[src/rtl/spi_rpa_pkg.sv]
package spi_rpa_pkg;
   typedef enum logic [2:0] {
      ST_HDR,
      ST_WAIT,
      ST_RD,
      ST_WR,
      ST_ERR
   } rpa_st_e;

   localparam logic [7:0] RESP_HOLD = 8'h00;
   localparam logic [7:0] RESP_GO   = 8'h01;
   localparam logic [7:0] RESP_VOID = 8'hFF;
   localparam int         ADDR_W    = 24;
   localparam int         LEN_W     = 7;
   localparam int         MAX_LEN   = 64;
endpackage

[src/rtl/spi_rpa_phy.sv]
module spi_rpa_phy (
   input  logic       clk,
   input  logic       rst_n,
   input  logic       sclk,
   input  logic       cs_n,
   input  logic       mosi,
   input  logic [7:0] tx_byte,
   output logic       miso,
   output logic       tx_load,
   output logic       rx_valid,
   output logic [7:0] rx_byte,
   output logic       cs_fall,
   output logic       cs_rise
);
   logic [2:0] sclk_q;
   logic [2:0] cs_q;
   logic [1:0] mosi_q;
   logic [7:0] tx_sr;
   logic [7:0] rx_sr;
   logic [2:0] bit_cnt;
   logic       active, sck_rise, sck_fall;

   always_ff @(posedge clk or negedge rst_n) begin
      if (!rst_n) begin
         sclk_q <= '0;
         cs_q   <= '1;
         mosi_q <= '0;
      end else begin
         sclk_q <= {sclk_q[1:0], sclk};
         cs_q   <= {cs_q[1:0], cs_n};
         mosi_q <= {mosi_q[0], mosi};
      end
   end

   assign active   = ~cs_q[1];
   assign sck_rise = sclk_q[1] & ~sclk_q[2];
   assign sck_fall = ~sclk_q[1] & sclk_q[2];
   assign cs_fall  = ~cs_q[1] & cs_q[2];
   assign cs_rise  = cs_q[1] & ~cs_q[2];
   assign tx_load  = cs_fall | (active & sck_fall & (bit_cnt == 3'd0));
   assign miso     = tx_sr[7];
   assign rx_byte  = rx_sr;

   always_ff @(posedge clk or negedge rst_n) begin
      if (!rst_n) begin
         tx_sr    <= '0;
         rx_sr    <= '0;
         bit_cnt  <= '0;
         rx_valid <= 1'b0;
      end else begin
         rx_valid <= 1'b0;
         if (tx_load)
            tx_sr <= tx_byte;
         else if (active && sck_fall)
            tx_sr <= {tx_sr[6:0], 1'b0};
         if (!active || cs_fall) begin
            bit_cnt <= '0;
         end else if (sck_rise) begin
            rx_sr   <= {rx_sr[6:0], mosi_q[1]};
            bit_cnt <= bit_cnt + 3'd1;
            if (bit_cnt == 3'd7)
               rx_valid <= 1'b1;
         end
      end
   end
endmodule

[src/rtl/spi_rpa_regs.sv]
module spi_rpa_regs
   import spi_rpa_pkg::*;
#(
   parameter int NREG   = 64,
   parameter int RD_LAT = 100
) (
   input  logic              clk,
   input  logic              rst_n,
   input  logic              rd_start,
   input  logic [ADDR_W-1:0] rd_off,
   output logic [7:0]        rd_data,
   input  logic              wb_we,
   input  logic [7:0]        wb_data,
   input  logic              cm_start,
   input  logic [ADDR_W-1:0] cm_off,
   input  logic [LEN_W-1:0]  cm_cnt,
   output logic              ready
);
   localparam int                IW     = $clog2(NREG);
   localparam int                BW     = $clog2(MAX_LEN);
   localparam logic [ADDR_W-1:0] NREG_L = ADDR_W'(NREG);

   logic [7:0]        mem  [NREG];
   logic [7:0]        wbuf [MAX_LEN];
   logic [BW-1:0]     wptr;
   logic              cm_act;
   logic [LEN_W-1:0]  cm_j, cm_n;
   logic [ADDR_W-1:0] cm_base, cm_tgt;
   logic [BW-1:0]     cm_rd;
   logic              lat_busy;

   always_ff @(posedge clk) begin
      if (wb_we)
         wbuf[wptr] <= wb_data;
   end

   assign cm_tgt  = cm_base + {{(ADDR_W-LEN_W){1'b0}}, cm_j};
   assign rd_data = (rd_off < NREG_L) ? mem[rd_off[IW-1:0]] : RESP_VOID;

   always_ff @(posedge clk or negedge rst_n) begin
      if (!rst_n) begin
         for (int i = 0; i < NREG; i++)
            mem[i] <= '0;
         wptr    <= '0;
         cm_act  <= 1'b0;
         cm_j    <= '0;
         cm_n    <= '0;
         cm_base <= '0;
         cm_rd   <= '0;
      end else begin
         if (wb_we)
            wptr <= wptr + 1'b1;
         if (cm_start) begin
            cm_act  <= 1'b1;
            cm_j    <= '0;
            cm_n    <= cm_cnt;
            cm_base <= cm_off;
            cm_rd   <= wptr - cm_cnt[BW-1:0];
         end else if (cm_act) begin
            if (cm_tgt < NREG_L)
               mem[cm_tgt[IW-1:0]] <= wbuf[cm_rd];
            cm_rd <= cm_rd + 1'b1;
            cm_j  <= cm_j + 1'b1;
            if (cm_j == cm_n - 1'b1)
               cm_act <= 1'b0;
         end
      end
   end

   generate
      if (RD_LAT == 0) begin : g_nolat
         logic unused_rd_start;
         assign unused_rd_start = rd_start;
         assign lat_busy = 1'b0;
      end else begin : g_lat
         localparam int LW = $clog2(RD_LAT + 1);
         logic [LW-1:0] lat_cnt;
         always_ff @(posedge clk or negedge rst_n) begin
            if (!rst_n)
               lat_cnt <= '0;
            else if (rd_start)
               lat_cnt <= LW'(RD_LAT);
            else if (lat_cnt != '0)
               lat_cnt <= lat_cnt - 1'b1;
         end
         assign lat_busy = (lat_cnt != '0);
      end
   endgenerate

   assign ready = ~lat_busy & ~cm_act;
endmodule

[src/rtl/spi_rpa_ctrl.sv]
module spi_rpa_ctrl
   import spi_rpa_pkg::*;
#(
   parameter int                RX_MAX = 512,
   parameter logic [ADDR_W-1:0] BASE   = 24'hD40000
) (
   input  logic              clk,
   input  logic              rst_n,
   input  logic              rx_valid,
   input  logic [7:0]        rx_byte,
   input  logic              tx_load,
   input  logic              cs_fall,
   input  logic              cs_rise,
   input  logic              ready,
   input  logic [7:0]        rd_data,
   output logic [7:0]        tx_byte,
   output logic              rd_start,
   output logic [ADDR_W-1:0] rd_off,
   output logic              wb_we,
   output logic [7:0]        wb_data,
   output logic              cm_start,
   output logic [ADDR_W-1:0] cm_off,
   output logic [LEN_W-1:0]  cm_cnt,
   output rpa_st_e           st
);
   localparam int            TW     = $clog2(RX_MAX + 1);
   localparam logic [TW-1:0] RX_LIM = TW'(RX_MAX);

   logic [1:0]        hdr_idx;
   logic              is_rd;
   logic [LEN_W-1:0]  len;
   logic [ADDR_W-1:0] addr, off;
   logic [TW-1:0]     tot;
   logic              skip_rel;
   logic [LEN_W-1:0]  rd_i, wr_got;
   logic              counted, over;

   assign off      = addr - BASE;
   assign rd_off   = off + {{(ADDR_W-LEN_W){1'b0}}, rd_i};
   assign cm_off   = off;
   assign cm_cnt   = len;
   assign counted  = (st == ST_HDR) || (st == ST_WAIT) || (st == ST_WR);
   assign over     = rx_valid && counted && (tot == RX_LIM);
   assign rd_start = rx_valid && !over && (st == ST_HDR) && (hdr_idx == 2'd3) && is_rd;
   assign wb_we    = rx_valid && !over && (st == ST_WR) && !skip_rel;
   assign wb_data  = rx_byte;
   assign cm_start = cs_rise && (st == ST_WR) && (wr_got == len);

   always_comb begin
      unique case (st)
         ST_HDR:  tx_byte = RESP_HOLD;
         ST_WAIT: tx_byte = ready ? RESP_GO : RESP_HOLD;
         ST_RD:   tx_byte = (rd_i != len) ? rd_data : RESP_VOID;
         default: tx_byte = RESP_GO;
      endcase
   end

   always_ff @(posedge clk or negedge rst_n) begin
      if (!rst_n) begin
         st       <= ST_HDR;
         hdr_idx  <= '0;
         is_rd    <= 1'b0;
         len      <= '0;
         addr     <= '0;
         tot      <= '0;
         skip_rel <= 1'b0;
         rd_i     <= '0;
         wr_got   <= '0;
      end else if (cs_rise || cs_fall) begin
         st       <= ST_HDR;
         hdr_idx  <= '0;
         tot      <= '0;
         skip_rel <= 1'b0;
         rd_i     <= '0;
         wr_got   <= '0;
      end else if (rx_valid) begin
         if (over) begin
            st <= ST_ERR;
         end else begin
            if (counted)
               tot <= tot + 1'b1;
            unique case (st)
               ST_HDR: begin
                  if (hdr_idx == 2'd0) begin
                     is_rd <= rx_byte[7];
                     len   <= {1'b0, rx_byte[5:0]} + 1'b1;
                  end else begin
                     addr <= {addr[15:0], rx_byte};
                  end
                  hdr_idx <= hdr_idx + 1'b1;
                  if (hdr_idx == 2'd3)
                     st <= ST_WAIT;
               end
               ST_RD: skip_rel <= 1'b0;
               ST_WR: begin
                  if (skip_rel)
                     skip_rel <= 1'b0;
                  else if (wr_got != len)
                     wr_got <= wr_got + 1'b1;
               end
               default: ;
            endcase
         end
      end else if (tx_load) begin
         if (st == ST_WAIT && ready) begin
            st       <= is_rd ? ST_RD : ST_WR;
            skip_rel <= 1'b1;
         end else if (st == ST_RD && rd_i != len) begin
            rd_i <= rd_i + 1'b1;
         end
      end
   end
endmodule

[src/rtl/spi_reg_periph.sv]
module spi_reg_periph
   import spi_rpa_pkg::*;
#(
   parameter int                NREG   = 64,
   parameter int                RX_MAX = 512,
   parameter int                RD_LAT = 100,
   parameter logic [ADDR_W-1:0] BASE   = 24'hD40000
) (
   input  logic clk,
   input  logic rst_n,
   input  logic spi_sclk,
   input  logic spi_cs_n,
   input  logic spi_mosi,
   output logic spi_miso
);
   generate
      if (NREG < 2 || NREG > 4096) begin : g_bad_nreg
         $error("NREG must lie in 2..4096");
      end
      if (RX_MAX < 8 || RX_MAX > 65535) begin : g_bad_rxmax
         $error("RX_MAX must lie in 8..65535");
      end
      if (RD_LAT < 0 || RD_LAT > 1048575) begin : g_bad_lat
         $error("RD_LAT must lie in 0..1048575");
      end
   endgenerate

   logic              tx_load, rx_valid, cs_fall, cs_rise;
   logic [7:0]        rx_byte, tx_byte, rd_data, wb_data;
   logic              rd_start, wb_we, cm_start, ready;
   logic [ADDR_W-1:0] rd_off, cm_off;
   logic [LEN_W-1:0]  cm_cnt;
   rpa_st_e           st;

   spi_rpa_phy u_phy (
      .clk      (clk),
      .rst_n    (rst_n),
      .sclk     (spi_sclk),
      .cs_n     (spi_cs_n),
      .mosi     (spi_mosi),
      .tx_byte  (tx_byte),
      .miso     (spi_miso),
      .tx_load  (tx_load),
      .rx_valid (rx_valid),
      .rx_byte  (rx_byte),
      .cs_fall  (cs_fall),
      .cs_rise  (cs_rise)
   );

   spi_rpa_ctrl #(.RX_MAX(RX_MAX), .BASE(BASE)) u_ctrl (
      .clk      (clk),
      .rst_n    (rst_n),
      .rx_valid (rx_valid),
      .rx_byte  (rx_byte),
      .tx_load  (tx_load),
      .cs_fall  (cs_fall),
      .cs_rise  (cs_rise),
      .ready    (ready),
      .rd_data  (rd_data),
      .tx_byte  (tx_byte),
      .rd_start (rd_start),
      .rd_off   (rd_off),
      .wb_we    (wb_we),
      .wb_data  (wb_data),
      .cm_start (cm_start),
      .cm_off   (cm_off),
      .cm_cnt   (cm_cnt),
      .st       (st)
   );

   spi_rpa_regs #(.NREG(NREG), .RD_LAT(RD_LAT)) u_regs (
      .clk      (clk),
      .rst_n    (rst_n),
      .rd_start (rd_start),
      .rd_off   (rd_off),
      .rd_data  (rd_data),
      .wb_we    (wb_we),
      .wb_data  (wb_data),
      .cm_start (cm_start),
      .cm_off   (cm_off),
      .cm_cnt   (cm_cnt),
      .ready    (ready)
   );
endmodule

[config.mk]
export PLATFORM = sky130hd
export DESIGN_NAME = spi_reg_periph
export DESIGN_NICKNAME = d
export VERILOG_FILES = /design/src/rtl/spi_rpa_pkg.sv /design/src/rtl/spi_rpa_phy.sv /design/src/rtl/spi_rpa_regs.sv /design/src/rtl/spi_rpa_ctrl.sv /design/src/rtl/spi_reg_periph.sv
export SDC_FILE = /design/constraint.sdc
export NUM_CORES = 2
export LEC_CHECK = 0
export ABC_AREA = 1
export BUFFER_PORTS_ARGS = -buffer_cell sky130_fd_sc_hd__buf_2
export CAP_MARGIN = 15
export CORE_ASPECT_RATIO = 2
export CORE_MARGIN = 2
export CORE_UTILIZATION = 63
export DETAILED_ROUTE_END_ITERATION = 12
export PLACE_DENSITY = 0.79
export SLEW_MARGIN = 10
export SYNTH_ARGS = -nofsm -noshare
export SYNTH_HDL_FRONTEND = slang
export SYNTH_SLANG_ARGS = --single-unit
[constraint.sdc]
create_clock -name clk -period 7.7 [get_ports clk]
set_input_delay 1.54 -clock clk [delete_from_list [all_inputs] [get_ports clk]]
set_output_delay 1.54 -clock clk [all_outputs]
set_load 0.05 [all_outputs]
; Yosys cells after proc, flatten, opt, wreduce, memory -nomap -nowiden
; Memories as Yosys holds them, arrays and structs flattened.
; Cells that the tools add are included.
[totals]
ff_bits = 660
ram_bits = 512
input_bits = 5
output_inout_bits = 1
mem_count = 1
[classes]
add_sub_neg = 15
magnitude_cmp = 5
eq_ne = 18
muxes = 61
bitwise = 21
reduce_logical = 48
[memory_table]
columns = memory, depth, width, read_ports, rd_clocked_by_memory_dff, write_ports, line
row1 = u_regs.wbuf, 64, 8, 1, 0, 1, spi_rpa_regs.sv:24  ; logic [7:0] wbuf [MAX_LEN];
[op_table]
columns = cell, count
row1 = bitwise mux 512 bit, 1
row2 = two-way mux 7 bit, 15
row3 = two-way mux 8 bit, 7
row4 = adder 24 x 7 -> 24 bit, 2
row5 = binary-select mux 8 bit (select 6 bit), 1
row6 = demux 8 bit (select 6 bit), 1
row7 = "< comparator 24 x 7 -> 1 bit, second input constant", 2
row8 = two-way mux 10 bit, 4
row9 = two-way mux 3 bit, 9
row10 = one-hot mux 8 bit (3 select lines), 1
row11 = "subtractor 24 bit, second input constant", 1
row12 = nonzero test 2 bit, 11
row13 = "adder 7 x 1 -> 7 bit, second input constant", 3
row14 = two-way mux 1 bit, 16
row15 = AND reduction 5 bit, 3
row16 = == test 7 bit, 2
row17 = "greater-or-equal comparator 7 bit, second input constant", 2
row18 = logical AND 1 bit, 14
row19 = != test 7 bit, 2
row20 = inverter 6 -> 7 bit, 2
row21 = "subtractor 7 x 1 -> 7 bit, second input constant", 2
row22 = "adder 6 x 1 -> 6 bit, second input constant", 2
row23 = two-way mux 6 bit, 2
row24 = AND reduction 4 bit, 3
row25 = other kinds (29), 60

; Longest topological paths before layout
[logic_depth]
word_depth = 11
ltp_mapped = 19
mapped_depth_nobuf = 19

; Modules after synthesis
; Synthesis repeated with hierarchy kept, for this count alone.
[hier_totals]
hier_cells = 7335
hier_area_um2 = 60017.6
[modules_own_cells]
columns = mod, instances, cells_each, area_each_um2, seq_area_each_um2
row1 = spi_rpa_regs, 1, 6597, 54213.2, 29638.4
row2 = spi_rpa_ctrl, 1, 603, 4580.6, 1551.5
row3 = spi_rpa_phy, 1, 135, 1223.7, 704.4

; Least setup slack after synthesis
; OpenSTA, ideal clock, no wires.
[synth_path]
path_kind = flip-flop to flip-flop
startpoint = register u_regs.cm_j[0]
endpoint = register u_regs.mem[288] (netlist name)
arrival_ns = 2.706
t_required_ns = 7.582
setup_slack_ns = 4.876
stages_incl_launch_ff = 18
period_less_slack_ns = 2.824
cell_sequence = dfrtp_1 ha_1 inv_1 fa_1 inv_1 nand3_1 nand2_1 nand2_1 nand2_1 nand3_1 xnor2_1 nor2_1 nand3_1 nor2_4 buf_1 nand3_1 nand2_1 nand2_1
[synth_between]
elab_chain_len = 7
[synth_rtl]
columns = item, line
row1 = "start, declared", spi_rpa_regs.sv:27  ; logic [LEN_W-1:0] cm_j, cm_n;
row2 = "start signal, assigned", spi_rpa_regs.sv:63  ; cm_j <= cm_j + 1'b1;
row3 = adder 24 x 7 -> 24 bit *, spi_rpa_regs.sv:37  ; assign cm_tgt = cm_base + {{(ADDR_W-LEN_W){1'b0}}, cm_j};
row4 = inverter 6 -> 7 bit (not written as such), spi_rpa_regs.sv:61  ; mem[cm_tgt[IW-1:0]] <= wbuf[cm_rd];
row5 = greater-or-equal comparator 7 bit (not written as such) / < comparator 7 x 1 -> 1 bit (equally long branches), spi_rpa_regs.sv:61
row6 = logical AND 1 bit (not written as such), spi_rpa_regs.sv:61
row7 = two-way mux 8 bit (not written as such), spi_rpa_regs.sv:61
row8 = demux 8 bit (select 6 bit), spi_rpa_regs.sv:61
row9 = bitwise mux 512 bit, spi_rpa_regs.sv:61
row10 = "end signal, assigned by index", spi_rpa_regs.sv:61
row11 = "end, declared", spi_rpa_regs.sv:23  ; logic [7:0] mem [NREG];
; Mark *: on every way between the ends. The rest lies on a longest branch, timed or not.
; A chain may end at the register's enable or synchronous reset.

; Worst setup path after layout
[layout_path]
startpoint = register u_ctrl.rd_i[0]
endpoint = register u_phy.tx_sr[4]
[layout_between]
elab_chain_len = 9
[layout_rtl]
columns = item, line
row1 = "start, declared", spi_rpa_ctrl.sv:35  ; logic [LEN_W-1:0] rd_i, wr_got;
row2 = "start signal, assigned", spi_rpa_ctrl.sv:109  ; rd_i <= rd_i + 1'b1;
row3 = adder 24 x 7 -> 24 bit, spi_rpa_ctrl.sv:39  ; assign rd_off = off + {{(ADDR_W-LEN_W){1'b0}}, rd_i};
row4 = inverter 6 -> 7 bit (not written as such), spi_rpa_regs.sv:38  ; assign rd_data = (rd_off < NREG_L) ? mem[rd_off[IW-1:0]] : RESP_VOID;
row5 = binary-select mux 8 bit (select 6 bit), spi_rpa_regs.sv:38
row6 = two-way mux 8 bit (not written as such) (2 in a row), spi_rpa_regs.sv:38
row7 = two-way mux 8 bit, spi_rpa_regs.sv:38
row8 = two-way mux 8 bit *, spi_rpa_ctrl.sv:53  ; ST_RD: tx_byte = (rd_i != len) ? rd_data : RESP_VOID;
row9 = one-hot mux 8 bit (3 select lines) *, spi_rpa_ctrl.sv:50  ; unique case (st)
row10 = two-way mux 8 bit *, spi_rpa_phy.sv:52  ; if (tx_load)
row11 = "end signal, assigned", spi_rpa_phy.sv:53  ; tx_sr <= tx_byte;
row12 = "end signal, assigned", spi_rpa_phy.sv:55  ; tx_sr <= {tx_sr[6:0], 1'b0};
row13 = "end, declared", spi_rpa_phy.sv:18  ; logic [7:0] tx_sr;
; Mark *: on every way between the ends. The rest lies on a longest branch, timed or not. The select of a mux whose other input is x is not followed.

==> Implementation_results.wiki <==
{| class="wikitable"
! Metric !! Value
|-
| Fraction of synthesized cell area taken by the top area cell type || 29.39%
|-
| RD Place Congestion || 0.9826
|-
| Pin count of the biggest net entering global routing || 163
|-
| Post-CTS Resized || 0
|-
| Slew of the pin with the lowest slew margin || 1.322 ns
|-
| Gate power share || 34.3%
|-
| Arithmetic-cell share of the synthesized area counting full adders, half adders and majority gates || 0.9572%
|-
| Die height || 425.4 um
|-
| Count of endpoints failing hold in the final timing report || 0
|-
| Crit path launch type || register
|-
| Sequential area share after synthesis || 57.01%
|-
| Setup violation total in the final timing report || 0
|-
| Areal power density over the cells || 326.7 nW/um2
|-
| Leak Pwr || 25.82 nW
|-
| Post-placement setup slack || 3.242 ns
|-
| Number of routed nets with antenna violations || 0
|-
| Maximum VDD drop || 0.0004711 V
|-
| Final Critical Period || 4.790 ns
|-
| Final instance area || 59,820 um2
|-
| Worst Hold Class || reg -> reg
|-
| Result of the run || finished clean
|-
| Number of port buffers || 5
|-
| Post-synth cell types || 49
|-
| Syn Inst Count || 6,325
|-
| Post-synthesis compound-gate area fraction || 8.190%
|-
| Type of destination of the critical path || register
|-
| DRC violation count after routing || 0
|-
| Clock root buffer || sky130_fd_sc_hd__clkbuf_16
|-
| Count of final max-slew check failures || 0
|-
| Share of total power consumed by net switching || 41.92%
|-
| Global route overflow || 0
|-
| Share of total power in the clock network || 28.1%
|-
| Total GRT Usage || 37.23%
|-
| Nets@finish || 6,145
|-
| Synthesized area || 55,950 um2
|-
| Main synth FF type || sky130_fd_sc_hd__dfrtp_1
|-
| Most common library cell in the layout ignoring fill and taps || sky130_fd_sc_hd__nand2_1
|-
| CTS Hold Bufs || 0
|-
| Category of the most critical setup path || reg -> reg
|-
| Floorplan row count || 154
|-
| Routed wire per std cell || 23.31 um
|-
| Number of buffers inserted to repair setup after CTS || 0
|-
| Die area || 91,350 um2
|-
| Share of flip-flops with an asynchronous set or reset after synthesis || 56.31%
|-
| Number of flops mapped to enable cells by yosys || 512
|-
| Layout-stage area growth over the synthesis result || 6.931%
|-
| First-pass GRT wire length || 260,500 um
|-
| Post-synthesis area per instance || 8.845 um2
|-
| Half-perimeter wire length of the detailed placement result || 105,600 um
|-
| Flip-flop and latch count after synthesis || 1,172
|-
| CORE AREA || 88,060 um2
|-
| Leading cell types in the layout, fill and taps excluded || 1,606 x sky130_fd_sc_hd__nand2_1, 958 x sky130_fd_sc_hd__nor2_1, 647 x sky130_fd_sc_hd__dfrtp_1
|-
| Number of iterations in the first detailed-routing pass || 6
|-
| Ys Warns || 0
|-
| Violation count after the first detailed-route iteration || 5,795
|-
| Main combinational cell family by area after synthesis || simple AND/OR/NAND/NOR gates
|-
| Vias in the first global route || 45,660
|-
| Post-Route Setup TNS || 0 ns
|-
| Die X || 214.7 um
|-
| Via count of the routed design || 47,200
|-
| CTS tree || done
|-
| XOR/XNOR Fraction of Synth Area || 0.7828%
|-
| Top achievable clock speed || 208.8 MHz
|-
| Clk Latency, worst-skew pair || 0.74 ns
|-
| NetSw || 0.008192 W
|-
| Total of max-cap violations || 0
|-
| Critical path data arrival time || 5.43 ns
|-
| Multiplexer fraction of the synthesized cell area || 0%
|-
| H-Tree Depth || 3
|-
| Post-layout worst setup margin || 2.910 ns
|-
| Simple-gate share of the synthesized area || 28.21%
|-
| Slew headroom || 10.95%
|-
| Leading post-synthesis cells by cell area || sky130_fd_sc_hd__dfrtp_1 29%, sky130_fd_sc_hd__edfxtp_1 27%, sky130_fd_sc_hd__nand2_1 11%
|-
| Fraction of final layout cells sized beyond drive strength 1 || 5.418%
|-
| Number of antenna violations at the first check in global routing || 2
|-
| Final clock skew || 0.03436 ns
|-
| Seq pwr share || 37.6%
|-
| Initial Utilization || 63.53%
|-
| Data required time at the worst endpoint || 8.34 ns
|-
| Part of the cycle the worst path needs || 62.21%
|-
| Unrepaired setup endpoints after global routing || false
|-
| I/O pins || 6
|-
| Num Clock Sinks || 1,172
|-
| Final WL || 171,400 um
|-
| Clock slew at reported path FFs || 0.08 ns
|-
| Total clock buffers created by CTS || 101
|-
| Final Non-Filler Cells || 7,354
|-
| Number of vias per cell || 6.419
|-
| Biggest area consumer among synthesized cells || sky130_fd_sc_hd__dfrtp_1
|-
| Peak fanout along the critical path || 83
|-
| Number of nets produced by synthesis || 6,371
|-
| Count of placed standard cells including taps || 7,166
|-
| Clock tree buffer depth || 3
|-
| P_int || 0.01135 W
|-
| Placed Area || 56,300 um2
|}
registers in the layout, indices dropped and copies added (netlist names), 3 cells and up:
name	cells
u_regs.mem	512
u_regs.wbuf	512
u_ctrl.addr	24
u_regs.cm_base	24
u_ctrl.tot	10
u_phy.rx_byte	8
u_phy.tx_sr	8
u_ctrl.cm_cnt	7
u_ctrl.rd_i	7
u_ctrl.wr_got	7
u_regs.cm_j	7
u_regs.cm_n	7
u_regs.g_lat.lat_cnt	7
u_regs.cm_rd	6
u_regs.wptr	6
u_ctrl.st	3
u_phy.bit_cnt	3
u_phy.cs_q	3
u_phy.sclk_q	3
routing by layer:
metal  GRT usage (%)  vias to the layer above  wire length [um]
met1           38.69                    22640             55390
met4           37.26                        0             19390
met3           6.224                      826             12100
met2           62.80                     2441             84500
li1                -                    21290                 -
met5               0                        -                 0
worst max-delay path: stages (launching register included):
cell and delay [ns]:
sky130_fd_sc_hd__dfrtp_1 0.49, sky130_fd_sc_hd__ha_4 0.18, sky130_fd_sc_hd__inv_1 0.05, sky130_fd_sc_hd__fa_4 1.44, sky130_fd_sc_hd__buf_4 0.75, sky130_fd_sc_hd__o21ai_0 0.22, sky130_fd_sc_hd__o211ai_1 0.24, sky130_fd_sc_hd__nand2_1 0.07
sky130_fd_sc_hd__nor2_1 0.55, sky130_fd_sc_hd__nor2_1 0.11, sky130_fd_sc_hd__nor2_1 0.12, sky130_fd_sc_hd__nor2_1 0.06, sky130_fd_sc_hd__nand3_1 0.08, sky130_fd_sc_hd__nand2_1 0.05, sky130_fd_sc_hd__a21oi_1 0.15
path summary, 6_finish.rpt:
check                                    start              end  slack (ns)  cells past startpoint
worst max register to register  u_ctrl.rd_i[0]   u_phy.tx_sr[4]        2.91                     14
worst min register to register   u_phy.cs_q[0]    u_phy.cs_q[1]        0.35                      0
worst min-delay path             u_phy.cs_q[0]    u_phy.cs_q[1]        0.35                      0
worst max-delay path            u_ctrl.rd_i[0]   u_phy.tx_sr[4]        2.91                     14
max in group asynchronous                rst_n  u_regs.mem[298]        5.05                      3
min in group asynchronous                rst_n  u_regs.mem[367]        0.82                      1
synth_stat cells, types with 2 or more instances:
cell type	count
sky130_fd_sc_hd__nand2_1	1608
sky130_fd_sc_hd__nor2_1	959
sky130_fd_sc_hd__dfrtp_1	657
sky130_fd_sc_hd__o21ai_0	588
sky130_fd_sc_hd__nand4_1	558
sky130_fd_sc_hd__edfxtp_1	512
sky130_fd_sc_hd__nand3_1	378
sky130_fd_sc_hd__clkbuf_1	210
sky130_fd_sc_hd__inv_1	194
sky130_fd_sc_hd__buf_2	104
sky130_fd_sc_hd__o211ai_1	90
sky130_fd_sc_hd__o22ai_1	73
sky130_fd_sc_hd__a21oi_1	55
sky130_fd_sc_hd__buf_1	51
sky130_fd_sc_hd__nor3_1	40
sky130_fd_sc_hd__ha_1	38
sky130_fd_sc_hd__buf_6	31
sky130_fd_sc_hd__xor2_1	28
sky130_fd_sc_hd__nor2_2	27
sky130_fd_sc_hd__xnor2_1	22
sky130_fd_sc_hd__nand3_2	18
sky130_fd_sc_hd__o221ai_1	14
sky130_fd_sc_hd__buf_4	10
sky130_fd_sc_hd__nand2_2	10
sky130_fd_sc_hd__inv_2	5
sky130_fd_sc_hd__o21ai_1	5
sky130_fd_sc_hd__and3_1	3
sky130_fd_sc_hd__dfstp_2	3
sky130_fd_sc_hd__fa_1	3
sky130_fd_sc_hd__nand3b_1	3
sky130_fd_sc_hd__nor2_4	3
sky130_fd_sc_hd__nor4_1	3
sky130_fd_sc_hd__a211oi_1	2
sky130_fd_sc_hd__a31oi_1	2
sky130_fd_sc_hd__and2_1	2
sky130_fd_sc_hd__clkinv_1	2
sky130_fd_sc_hd__or2_1	2
stage by stage:
stage	total power, W	utilization [%]	hold WS, ns
after global placement	0.01372	63.93	0.3321
after CTS	0.01924	67.93	0.3479
after floorplan	0.01160	-	0.3312
after global routing	0.02010	67.93	0.3445
final	0.01954	67.94	0.3482
after detailed placement	0.01383	63.93	0.3411
layout make-up:
cell class	count	area, um2
clock inverters	64	832.0
well taps	1170	1464
flip-flops and latches	1172	31910
clock buffers	123	2691
multi-input cells	4544	21430
fillers	6968	28230
inverters	201	765.7
diodes	1	2.502
repair buffers	79	728.2
logic make-up (layout without fill, tap and decap cells):
family / Yosys count / count (layout)
xor gates and xnor gates: 50 / 50
AOI/OAI and AO/OA: 836 / 836
and+or+nand+nor: 3617 / 3617
adders and majority gates: 41 / 41
other: 0 / 1
buffers and inverters: 609 / 467
DFF: 1172 / 1172
power by group through the flow:
stage          sequential, W  combinational (W)  clock [W]
6_report             0.00734            0.00670    0.00550
3_3_place_gp         0.00744            0.00628          0
4_1_cts              0.00733            0.00641    0.00551
5_1_grt              0.00738            0.00695    0.00577
3_5_place_dp         0.00745            0.00638          0
2_1_floorplan        0.00739            0.00421          0
(Power assumes the default switching activity.)
